## config.mk

```make
export PLATFORM = sky130hd
export DESIGN_NAME = qdec_top
export DESIGN_NICKNAME = d
export VERILOG_FILES = /design/src/rtl/qdec_pkg.sv /design/src/rtl/qdec_sync.sv /design/src/rtl/qdec_edge.sv /design/src/rtl/qdec_position.sv /design/src/rtl/qdec_top.sv
export SDC_FILE = /design/constraint.sdc
export NUM_CORES = 1
export LEC_CHECK = 0
export BUFFER_PORTS_ARGS = -buffer_cell sky130_fd_sc_hd__buf_2
export CORE_UTILIZATION = 55
export CTS_BUF_LIST = sky130_fd_sc_hd__clkbuf_4 sky130_fd_sc_hd__clkbuf_8 sky130_fd_sc_hd__clkbuf_16
export DETAILED_ROUTE_END_ITERATION = 8
export GPL_TIMING_DRIVEN = 0
export PLACE_DENSITY_LB_ADDON = 0.15
export SYNTH_ARGS = -nofsm -noshare
export SYNTH_HDL_FRONTEND = slang
export SYNTH_SLANG_ARGS = --single-unit
```

## constraint.sdc

```tcl
create_clock -name clk -period 3.6 [get_ports clk]
set_clock_uncertainty 0.05 [all_clocks]
set_input_delay 0.36 -clock clk [delete_from_list [all_inputs] [get_ports clk]]
set_output_delay 0.36 -clock clk [all_outputs]
set_load 0.005 [all_outputs]
```

## src/rtl/qdec_pkg.sv

```systemverilog
package qdec_pkg;

  // Phase pair packing: bit 1 = A, bit 0 = B
  typedef logic [1:0] phase_t;

  function automatic logic one_phase_moved(input phase_t now_s, input phase_t was_s);
    return (now_s[1] ^ was_s[1]) ^ (now_s[0] ^ was_s[0]);
  endfunction

  function automatic logic both_phases_moved(input phase_t now_s, input phase_t was_s);
    return (now_s[1] ^ was_s[1]) & (now_s[0] ^ was_s[0]);
  endfunction

  // Up when current A differs from previous B
  function automatic logic heading_up(input phase_t now_s, input phase_t was_s);
    return now_s[1] ^ was_s[0];
  endfunction

endpackage

```

## src/rtl/qdec_sync.sv

```systemverilog
module qdec_sync #(
  parameter int WIDTH  = 2,
  parameter int STAGES = 2
) (
  input  logic             clk,
  input  logic [WIDTH-1:0] d,
  output logic [WIDTH-1:0] q
);
  localparam int LAST = STAGES - 1;

  logic [STAGES-1:0][WIDTH-1:0] chain;

  always_ff @(posedge clk) begin
    chain[0] <= d;
    for (int i = 1; i < STAGES; i++) begin
      chain[i] <= chain[i-1];
    end
  end

  assign q = chain[LAST];

  initial begin
    a_stages_min : assert (STAGES >= 2);
  end
endmodule

```

## src/rtl/qdec_edge.sv

```systemverilog
module qdec_edge
  import qdec_pkg::*;
(
  input  logic   clk,
  input  logic   rst,
  input  phase_t cur,
  output logic   en,
  output logic   up,
  output logic   err
);
  phase_t hist;
  logic   single_chg;
  logic   both_chg;
  logic   up_now;

  assign single_chg = one_phase_moved(cur, hist);
  assign both_chg   = both_phases_moved(cur, hist);
  assign up_now     = heading_up(cur, hist);

  always_ff @(posedge clk) begin
    hist <= cur;
    if (rst) begin
      en  <= 1'b0;
      up  <= 1'b0;
      err <= 1'b0;
    end else begin
      en  <= single_chg;
      up  <= up_now;
      err <= both_chg;
    end
  end

  a_r5_exclusive : assert property (@(posedge clk) disable iff (rst)
    !(en && err));

  a_r2_en_cause : assert property (@(posedge clk) disable iff (rst)
    en |-> $past(single_chg));

  a_r5_err_cause : assert property (@(posedge clk) disable iff (rst)
    err |-> $past(both_chg));

  a_r4_forward_step : assert property (@(posedge clk) disable iff (rst)
    (hist == 2'b00 && cur == 2'b10) |=> (en && up));

  a_r4_reverse_step : assert property (@(posedge clk) disable iff (rst)
    (hist == 2'b10 && cur == 2'b00) |=> (en && !up));
endmodule

```

## src/rtl/qdec_position.sv

```systemverilog
module qdec_position #(
  parameter int POS_W = 32
) (
  input  logic             clk,
  input  logic             rst,
  input  logic             en,
  input  logic             up,
  output logic [POS_W-1:0] pos
);
  localparam logic [POS_W-1:0] ONE = POS_W'(1);

  function automatic logic [POS_W-1:0] advance(input logic [POS_W-1:0] p,
                                               input logic e, input logic u);
    if (!e)     return p;
    else if (u) return p + ONE;
    else        return p - ONE;
  endfunction

  always_ff @(posedge clk) begin
    if (rst) pos <= '0;
    else     pos <= advance(pos, en, up);
  end

  a_r6_count_up : assert property (@(posedge clk) disable iff (rst)
    (en && up) |=> (pos == $past(pos) + ONE));

  a_r6_count_down : assert property (@(posedge clk) disable iff (rst)
    (en && !up) |=> (pos == $past(pos) - ONE));

  a_r8_hold : assert property (@(posedge clk) disable iff (rst)
    !en |=> $stable(pos));
endmodule

```

## src/rtl/qdec_top.sv

```systemverilog
module qdec_top
  import qdec_pkg::*;
#(
  parameter int POS_W       = 32,
  parameter int SYNC_STAGES = 2
) (
  input  logic             clk,
  input  logic             rst,
  input  logic             a_in,
  input  logic             b_in,
  output logic             cnt_en,
  output logic             dir_up,
  output logic             phase_err,
  output logic [POS_W-1:0] position
);
  phase_t phase_s;

  qdec_sync #(.WIDTH(2), .STAGES(SYNC_STAGES)) u_sync (
    .clk (clk),
    .d   ({a_in, b_in}),
    .q   (phase_s)
  );

  qdec_edge u_edge (
    .clk (clk),
    .rst (rst),
    .cur (phase_s),
    .en  (cnt_en),
    .up  (dir_up),
    .err (phase_err)
  );

  qdec_position #(.POS_W(POS_W)) u_pos (
    .clk (clk),
    .rst (rst),
    .en  (cnt_en),
    .up  (dir_up),
    .pos (position)
  );

  a_r1_after_reset : assert property (@(posedge clk) disable iff (rst)
    $fell(rst) |-> (position == '0 && !cnt_en && !phase_err));
endmodule

```

==> run_summary.xml, run 1 <==
<?xml version="1.0" encoding="UTF-8"?>
<metrics>
  <group name="status">
    <metric name="outcome" unit="">complete, no violations</metric>
  </group>
  <group name="floorplan">
    <metric name="chipWidth" unit="µm">75.44</metric>
    <metric name="die_footprint" unit="µm²">5691</metric>
    <metric name="area_of_the_placeable_core" unit="µm²">5140</metric>
    <metric name="initial_core_util" unit="">0.5772</metric>
    <metric name="die_y" unit="µm">75.44</metric>
    <metric name="ioPinCount" unit="">39</metric>
    <metric name="core.rowCount" unit="">26</metric>
  </group>
  <group name="worst_setup_path">
    <metric name="cpMostUsedCell" unit="">a21o_1</metric>
    <metric name="data_arrival_critical_path" unit="ns">3.61</metric>
    <metric name="crit_path_top_delay_cell" unit="">dfxtp_1</metric>
    <metric name="crit_chain" unit="">clkinvlp_4, buf_12, ha_1, clkbuf_1, a21o_1, a21o_1, a221oi_2, o21ai_1, a31oi_1, a211oi_1, nor4b_1, a311o_1</metric>
    <metric name="crit_type" unit="">flip-flop to flip-flop</metric>
    <metric name="critPathMaxStageDelay" unit="ns">0.55</metric>
    <metric name="end_kind" unit="">flip-flop</metric>
    <metric name="crit_fanout" unit="">13</metric>
    <metric name="crit_required" unit="ns">3.75</metric>
    <metric name="cp-start-kind" unit="">flip-flop</metric>
  </group>
  <group name="cts">
    <metric name="worst_skew_late_latency" unit="ns">0.30</metric>
    <metric name="max-clock-path-buffers" unit="">2</metric>
    <metric name="clkSinkCount" unit="">41</metric>
    <metric name="number_of_buffers_inserted_during_clock_tree_synthesis" unit="">5</metric>
    <metric name="clk_root_buffer_cell" unit="">clkbuf_8</metric>
    <metric name="tritoncts" unit="">built</metric>
    <metric name="clk_pin_slew_worst_paths" unit="ns">0.09</metric>
    <metric name="clock_tree.htree_level_count" unit="">2</metric>
  </group>
  <group name="timing">
    <metric name="postLayoutSetupSlackWorst" unit="ns">0.1401</metric>
    <metric name="post-route-min-period" unit="ns">3.460</metric>
    <metric name="layout_worst_path_cycle_share" unit="">0.9611</metric>
    <metric name="relative_max_transition_margin" unit="">0.4267</metric>
    <metric name="fin_tns_setup" unit="ns">0</metric>
    <metric name="hold_fails_final_rpt" unit="">0</metric>
    <metric name="report.final.setup_viol" unit="">0</metric>
    <metric name="max_slew.worst_pin.slew" unit="ns">0.8599</metric>
    <metric name="max_slew_violation_total_from_the_final_report" unit="">0</metric>
    <metric name="fmaxAchievable" unit="MHz">289.0</metric>
    <metric name="worst_hold_slack" unit="ns">0.1043</metric>
  </group>
  <group name="placement">
    <metric name="place.detailed.hpwl" unit="mm">5.033</metric>
    <metric name="preCtsSetupSlack" unit="ns">-0.1451</metric>
    <metric name="placed_cell_area" unit="µm²">3239</metric>
    <metric name="portBuffers" unit="">37</metric>
    <metric name="routabilityCongestion" unit="">0.8564</metric>
  </group>
  <group name="final_layout">
    <metric name="area_of_all_placed_cells_without_fillers" unit="µm²">3381</metric>
    <metric name="mostFrequentLayoutCell" unit="">nor2_1</metric>
    <metric name="nNetsFinal" unit="">451</metric>
    <metric name="commonest_non_fill_non_tap_cells_in_the_layout" unit="">47 x nor2_1, 41 x dfxtp_1, 37 x buf_2</metric>
    <metric name="n_antenna_cell" unit="">0</metric>
    <metric name="layout-drive-gt1-share" unit="">0.1370</metric>
    <metric name="area_growth_syn_to_layout" unit="%">13.96</metric>
  </group>
  <group name="synthesis">
    <metric name="seq_area_frac_synth" unit="">0.2767</metric>
    <metric name="ys_top_cells_by_area" unit="">dfxtp_1 28%, ha_1 13%, xnor2_1 6.2%</metric>
    <metric name="synthDistinctLibCells" unit="">47</metric>
    <metric name="async_set_or_reset_register_ratio_after_synthesis" unit="">0</metric>
    <metric name="number_of_flops_mapped_to_enable_cells_by_yosys" unit="">0</metric>
    <metric name="syn-num-nets" unit="">403</metric>
    <metric name="yosysWarningCount" unit="">0</metric>
    <metric name="netlist_instances" unit="">367</metric>
    <metric name="netlist.top_cell.by_area" unit="">dfxtp_1</metric>
    <metric name="ys_dominant_reg_cell" unit="">dfxtp_1</metric>
    <metric name="syn_area_per_cell" unit="µm²">8.083</metric>
    <metric name="synth-seq-cells" unit="">41</metric>
    <metric name="post_synth_instance_area" unit="µm²">2967</metric>
    <metric name="synth_top_area_frac" unit="">0.2767</metric>
  </group>
  <group name="power_and_ir_drop">
    <metric name="power_density" unit="nW/µm²">759.0</metric>
    <metric name="vdd_ir_drop_max" unit="mV">0.3897</metric>
    <metric name="power.leakage" unit="nW">1.579</metric>
    <metric name="report.power.total" unit="mW">2.566</metric>
  </group>
  <group name="hold_path">
    <metric name="worstHoldPathType" unit="">input port to flip-flop</metric>
  </group>
  <group name="drt">
    <metric name="routedWlPerCell" unit="µm">14.19</metric>
    <metric name="drt-initial-drc-count" unit="">136</metric>
    <metric name="dr_total_vias" unit="">2766</metric>
    <metric name="drt-total-wl" unit="mm">6.898</metric>
    <metric name="viasPerCell" unit="">5.691</metric>
    <metric name="drtPass1Iterations" unit="">5</metric>
    <metric name="ant_nets" unit="">0</metric>
    <metric name="drc" unit="">0</metric>
  </group>
  <group name="run">
    <metric name="drv_cap" unit="">0</metric>
  </group>
  <group name="global_route">
    <metric name="number_of_antenna_violations_at_the_first_check_in_global_routing" unit="">0</metric>
    <metric name="largest_net_degree_at_the_start_of_global_routing" unit="">17</metric>
    <metric name="first_pass_grt_wire_length" unit="mm">10.81</metric>
    <metric name="grt_util_overall" unit="">0.2479</metric>
    <metric name="first_global_vias" unit="">2351</metric>
    <metric name="grt_overflow" unit="">0</metric>
  </group>
</metrics>
sequential cells by signal (all words and copies together), names as in the netlist:
name          cells
u_edge.en         1
u_edge.err        1
u_edge.hist       2
u_edge.up         1
u_pos.pos        32
u_sync.chain      2
u_sync.q          2
through the flow:
stage,util,cells
after floorplan,-,367
after global placement,0.6302,474
after detailed placement,0.6302,474
after CTS,0.6509,483
after global routing,0.6577,486
final,0.6577,486
routing by layer:
metal | up-vias | wire, µm | global-route usage
li1 | 1411 | - | -
met2 | 52 | 3212 | 0.3968
met1 | 1295 | 3368 | 0.3490
met3 | 8 | 253 | 0.04233
met4 | 0 | 63 | 0.05761
met5 | - | 0 | 0
critical path: cells and delay by family (launching register included):
family | cells | cell delay [ns]
adders and majority gates | 1 | 0.28
AOI/OAI and AO/OA | 7 | 1.72
and+or+nand+nor | 1 | 0.17
DFF | 1 | 0.55
buffers and inverters | 3 | 0.59
where the power goes:
group	switching [mW]	total, mW	internal, mW
logic	0.879	1.60	0.720
registers	0.0778	0.633	0.555
clock network	0.190	0.334	0.144
total	1.15	2.57	1.42
Yosys cell counts (2+ instances only):
library cell	number
nor2_1	47
o22ai_1	4
nand2b_1	2
dfxtp_1	41
o21a_1	3
ha_1	31
o21ai_0	17
nand3_1	8
o2111ai_1	2
and3_1	3
a311o_1	2
nor3_1	9
xnor2_1	21
clkbuf_1	16
a211oi_1	4
a21o_1	13
o21ai_1	2
nand2_1	25
nor2b_1	7
o211ai_1	3
buf_1	2
a31oi_1	3
o21bai_1	5
or3_1	2
xor2_1	9
nand4_1	3
a2bb2oi_1	2
mux2i_1	16
a21oi_1	35
a21oi_2	2
inv_1	11
nor4b_1	2
cells by family after synthesis:
kind of cell / count (synthesis) / synth area share
buf+inv: 29 / 0.03670
simple gates: 113 / 0.1746
compound gates: 105 / 0.2282
fa+ha+maj: 32 / 0.1375
xor+xnor: 30 / 0.08857
mux: 17 / 0.05778
flops: 41 / 0.2767
area by class of cell:
cell class,instances,area (µm²)
Sequential cell,41,820.8
Timing Repair Buffer,40,220.2
Fill cell,465,1759
Timing Repair inverter,1,7.507
Tap cell,70,87.58
Clock inverter,3,26.28
Multi-Input combinational cell,297,2037
Clock buffer,5,68.82
Buffer,18,67.56
Inverter,11,45.04
repair_timing:
| action | in CTS | in global routing |
|---|---|---|
| setup endpoints to repair | 3 | 6 |
| setup buffers | 0 | 3 |
| cloned | 1 | 0 |
| gates resized for setup | 2 | 0 |
| hold buffers | 0 | 0 |
worst paths after layout:
check	startpoint	end	depth (start not counted)	slack (ns)
setup / recovery	u_edge.up$_SDFF_PP0_	u_pos.pos[28]$_SDFFE_PP0P_	12	0.14
hold / removal	b_in	u_sync.chain[0]$_DFF_P_	1	0.10
setup reg to reg	u_edge.up$_SDFF_PP0_	u_pos.pos[28]$_SDFFE_PP0P_	12	0.14
hold reg to reg	u_sync.chain[0]$_DFF_P_	u_sync.q[0]$_DFF_P_	0	0.28
Note: power is estimated with default switching activity, not from simulation.
==> run 2: changes to the inputs <==
--- a/config.mk
+++ b/config.mk
@@ -11,6 +11,8 @@
 export DETAILED_ROUTE_END_ITERATION = 8
 export GPL_TIMING_DRIVEN = 0
 export PLACE_DENSITY_LB_ADDON = 0.15
+export REMOVE_ABC_BUFFERS = 1
+export SLEW_MARGIN = 5
 export SYNTH_ARGS = -nofsm -noshare
 export SYNTH_HDL_FRONTEND = slang
 export SYNTH_SLANG_ARGS = --single-unit
==> run 2 against run 1 <==
Register-to-register slack improved by 0.11 ns. Clock power decreased by 2%. Wire length shrank 5.9%. Power is 1.1% lower. Cell count fell by 3.3%. Utilization decreased by 1.1 points. Worst setup slack better by 0.11 ns. Fmax increased by 3.4%. First-iteration DRC count shrank 10%. Via count fell by 1.7%. Critical path type unchanged. Largest power group unchanged. Highest routed layer unchanged.
==> run_summary.xml, run 2 (same netlist as run 1, synthesis figures left out) <==
<?xml version="1.0" encoding="UTF-8"?>
<metrics>
  <group name="status">
    <metric name="outcome" unit="">complete, no violations</metric>
  </group>
  <group name="worst_setup_path">
    <metric name="crit_required" unit="ns">3.72</metric>
    <metric name="crit_path_top_delay_cell" unit="">dfxtp_1</metric>
    <metric name="crit_type" unit="">flip-flop to flip-flop</metric>
    <metric name="critical_path.n_buffers_inverters" unit="">3</metric>
    <metric name="crit_fanout" unit="">11</metric>
    <metric name="critPathTopFamily" unit="">compound AO/OA/AOI/OAI gates</metric>
    <metric name="cp-start-kind" unit="">flip-flop</metric>
    <metric name="data_arrival_critical_path" unit="ns">3.47</metric>
    <metric name="crit_chain" unit="">clkinvlp_4, buf_4, buf_12, ha_1, a21oi_1, nor2_1, a211oi_1, a2bb2oi_1, nand3_1, a41oi_1, xnor2_1, mux2i_1, nor2_1</metric>
    <metric name="worst_r2r_startpoint" unit="">u_edge.up$_SDFF_PP0_</metric>
    <metric name="end_kind" unit="">flip-flop</metric>
    <metric name="cp-startpoint" unit="">u_edge.up$_SDFF_PP0_</metric>
    <metric name="cpMostUsedCell" unit="">nor2_1</metric>
    <metric name="critPathMaxStageDelay" unit="ns">0.56</metric>
  </group>
  <group name="power_and_ir_drop">
    <metric name="report.power.total" unit="mW">2.536</metric>
    <metric name="seq_power_share" unit="">0.255</metric>
    <metric name="sw_frac_of_total" unit="">0.4402</metric>
    <metric name="vdd_ir_drop_max" unit="mV">0.3664</metric>
    <metric name="part_of_the_power_in_combinational_logic" unit="">0.615</metric>
    <metric name="p_sw" unit="mW">1.117</metric>
    <metric name="power.leakage" unit="nW">1.562</metric>
    <metric name="power_frac_clock" unit="">0.129</metric>
    <metric name="power.internal" unit="mW">1.420</metric>
    <metric name="power_density" unit="nW/µm²">762.7</metric>
  </group>
  <group name="floorplan">
    <metric name="chipWidth" unit="µm">75.44</metric>
    <metric name="area_of_the_placeable_core" unit="µm²">5140</metric>
    <metric name="die_y" unit="µm">75.44</metric>
    <metric name="ioPinCount" unit="">39</metric>
    <metric name="core.rowCount" unit="">26</metric>
    <metric name="die_footprint" unit="µm²">5691</metric>
    <metric name="initial_core_util" unit="">0.5772</metric>
  </group>
  <group name="final_layout">
    <metric name="nNetsFinal" unit="">435</metric>
    <metric name="final.fill_count" unit="">496</metric>
    <metric name="largest_register_ffs" unit="">32</metric>
    <metric name="area_of_all_placed_cells_without_fillers" unit="µm²">3326</metric>
    <metric name="mostFrequentLayoutCell" unit="">nor2_1</metric>
    <metric name="total_area_of_sequential_cells" unit="µm²">822.0</metric>
    <metric name="area_of_combinational_cells_with_multiple_inputs" unit="µm²">2037</metric>
    <metric name="final_core_util" unit="">0.6470</metric>
    <metric name="layout-drive-gt1-share" unit="">0.1500</metric>
    <metric name="register_with_the_most_flip_flops" unit="">u_pos.pos</metric>
    <metric name="n_antenna_cell" unit="">0</metric>
    <metric name="commonest_non_fill_non_tap_cells_in_the_layout" unit="">47 x nor2_1, 40 x dfxtp_1, 38 x buf_2</metric>
    <metric name="area_growth_syn_to_layout" unit="%">12.10</metric>
  </group>
  <group name="hold_path">
    <metric name="worstHoldPathType" unit="">input port to flip-flop</metric>
    <metric name="timing.hold.worst.start" unit="">b_in</metric>
  </group>
  <group name="cts">
    <metric name="tritoncts" unit="">built</metric>
    <metric name="number_of_buffers_inserted_during_clock_tree_synthesis" unit="">5</metric>
    <metric name="max-clock-path-buffers" unit="">2</metric>
    <metric name="ctsHoldBuffers" unit="">0</metric>
    <metric name="clkSinkCount" unit="">41</metric>
    <metric name="worst_skew_late_latency" unit="ns">0.30</metric>
    <metric name="clk_pin_slew_worst_paths" unit="ns">0.09</metric>
    <metric name="clk_root_buffer_cell" unit="">clkbuf_8</metric>
    <metric name="clock_tree.htree_level_count" unit="">2</metric>
  </group>
  <group name="global_route">
    <metric name="largest_net_degree_at_the_start_of_global_routing" unit="">38</metric>
    <metric name="number_of_antenna_violations_at_the_first_check_in_global_routing" unit="">0</metric>
    <metric name="first_global_vias" unit="">2352</metric>
    <metric name="first_pass_grt_wire_length" unit="mm">10.36</metric>
    <metric name="grt_overflow" unit="">0</metric>
    <metric name="grt_util_overall" unit="">0.2400</metric>
  </group>
  <group name="timing">
    <metric name="fmaxAchievable" unit="MHz">298.9</metric>
    <metric name="hold_fails_final_rpt" unit="">0</metric>
    <metric name="rsz0062_at_grt" unit="">no</metric>
    <metric name="post-route-min-period" unit="ns">3.346</metric>
    <metric name="max_slew.worst_pin.slew" unit="ns">0.7518</metric>
    <metric name="report.final.setup_viol" unit="">0</metric>
    <metric name="max_slew_violation_total_from_the_final_report" unit="">0</metric>
    <metric name="fin_tns_setup" unit="ns">0</metric>
    <metric name="layout_worst_path_cycle_share" unit="">0.9294</metric>
    <metric name="relative_max_transition_margin" unit="">0.4988</metric>
  </group>
  <group name="drt">
    <metric name="ant_nets" unit="">0</metric>
    <metric name="dr_total_vias" unit="">2720</metric>
    <metric name="routedWlPerCell" unit="µm">13.81</metric>
    <metric name="drt-total-wl" unit="mm">6.490</metric>
    <metric name="viasPerCell" unit="">5.787</metric>
    <metric name="drc" unit="">0</metric>
    <metric name="drt-initial-drc-count" unit="">122</metric>
    <metric name="drtPass1Iterations" unit="">4</metric>
  </group>
  <group name="placement">
    <metric name="place.detailed.hpwl" unit="mm">4.579</metric>
    <metric name="placed_cell_area" unit="µm²">3178</metric>
    <metric name="routabilityCongestion" unit="">0.9161</metric>
    <metric name="portBuffers" unit="">38</metric>
  </group>
  <group name="run">
    <metric name="drv_cap" unit="">0</metric>
  </group>
</metrics>
## run 2: cell types whose count changed in the layout (fill, tap and decap cells not counted)
cell,delta
buf_2,+1
buf_4,+1
inv_6,-1
clkbuf_1,-16
dfxtp_2,+1
dfxtp_1,-1
buf_1,-2
clkinvlp_4,+1
## run 2: repair_timing
item | 4_1_cts | 5_1_grt
cloned | 1 | 0
setup endpoints to repair | 2 | 4
resized for setup | 2 | 0
buffers inserted | 0 | 4
endpoints found under the hold margin | 0 | 0
## run 2: cell type report
type / instances / share of cell area
timing repair buffer: 42 / 0.06998
timing repair inverter: 1 / 0.002257
tap: 70 / 0.02634
multi-input combinational: 297 / 0.6125
clock inverter: 3 / 0.007524
sequential: 41 / 0.2472
clock buffer: 5 / 0.02069
inverter: 11 / 0.01354
## run 2: power groups by stage
stage	Combinational (mW)	Clock, mW	Sequential, mW
after CTS	1.55	0.339	0.650
after global routing	1.75	0.351	0.666
after detailed placement	1.53	0	0.658
final	1.56	0.328	0.648
after global placement	1.51	0	0.654
after floorplan	1.21	0	0.653
## run 2: layer usage
layer  wire, µm  part of all wire  vias up  GRT usage
li1           -                 -     1385          -
met1       3086              0.48     1281     0.3045
met2       3057              0.47       44     0.4038
met3        252             0.039       10    0.05423
met4         92             0.014        0    0.07819
met5          0                 0        -          0
## run 2: stage by stage
step	instances	hold slack, ns	setup slack [ns]
after global placement	457	0.2619	-0.06708
after global routing	470	0.09116	0.06369
after detailed placement	457	0.2653	-0.08719
after CTS	466	0.09720	0.04888
after floorplan	349	0.2596	0.4503
final	470	0.1067	0.2542
## run 2: path summary, 6_finish.rpt
| check | endpoint | slack, ns | depth (start not counted) |
|---|---|---|---|
| setup / recovery | u_pos.pos[25]$_SDFFE_PP0P_ | 0.25 | 13 |
| hold / removal | u_sync.chain[0]$_DFF_P_ | 0.11 | 1 |
| setup reg to reg | u_pos.pos[25]$_SDFFE_PP0P_ | 0.25 | 13 |
| hold reg to reg | u_sync.q[1]$_DFF_P_ | 0.28 | 0 |
## run 2: worst register-to-register path: stages, from the launching register on
cell and delay, ns:
dfxtp_1 0.56, clkinvlp_4 0.13, buf_4 0.20, buf_12 0.15
ha_1 0.37, a21oi_1 0.21, nor2_1 0.06, a211oi_1 0.25
a2bb2oi_1 0.36, nand3_1 0.22, a41oi_1 0.36, xnor2_1 0.11
mux2i_1 0.14, nor2_1 0.05
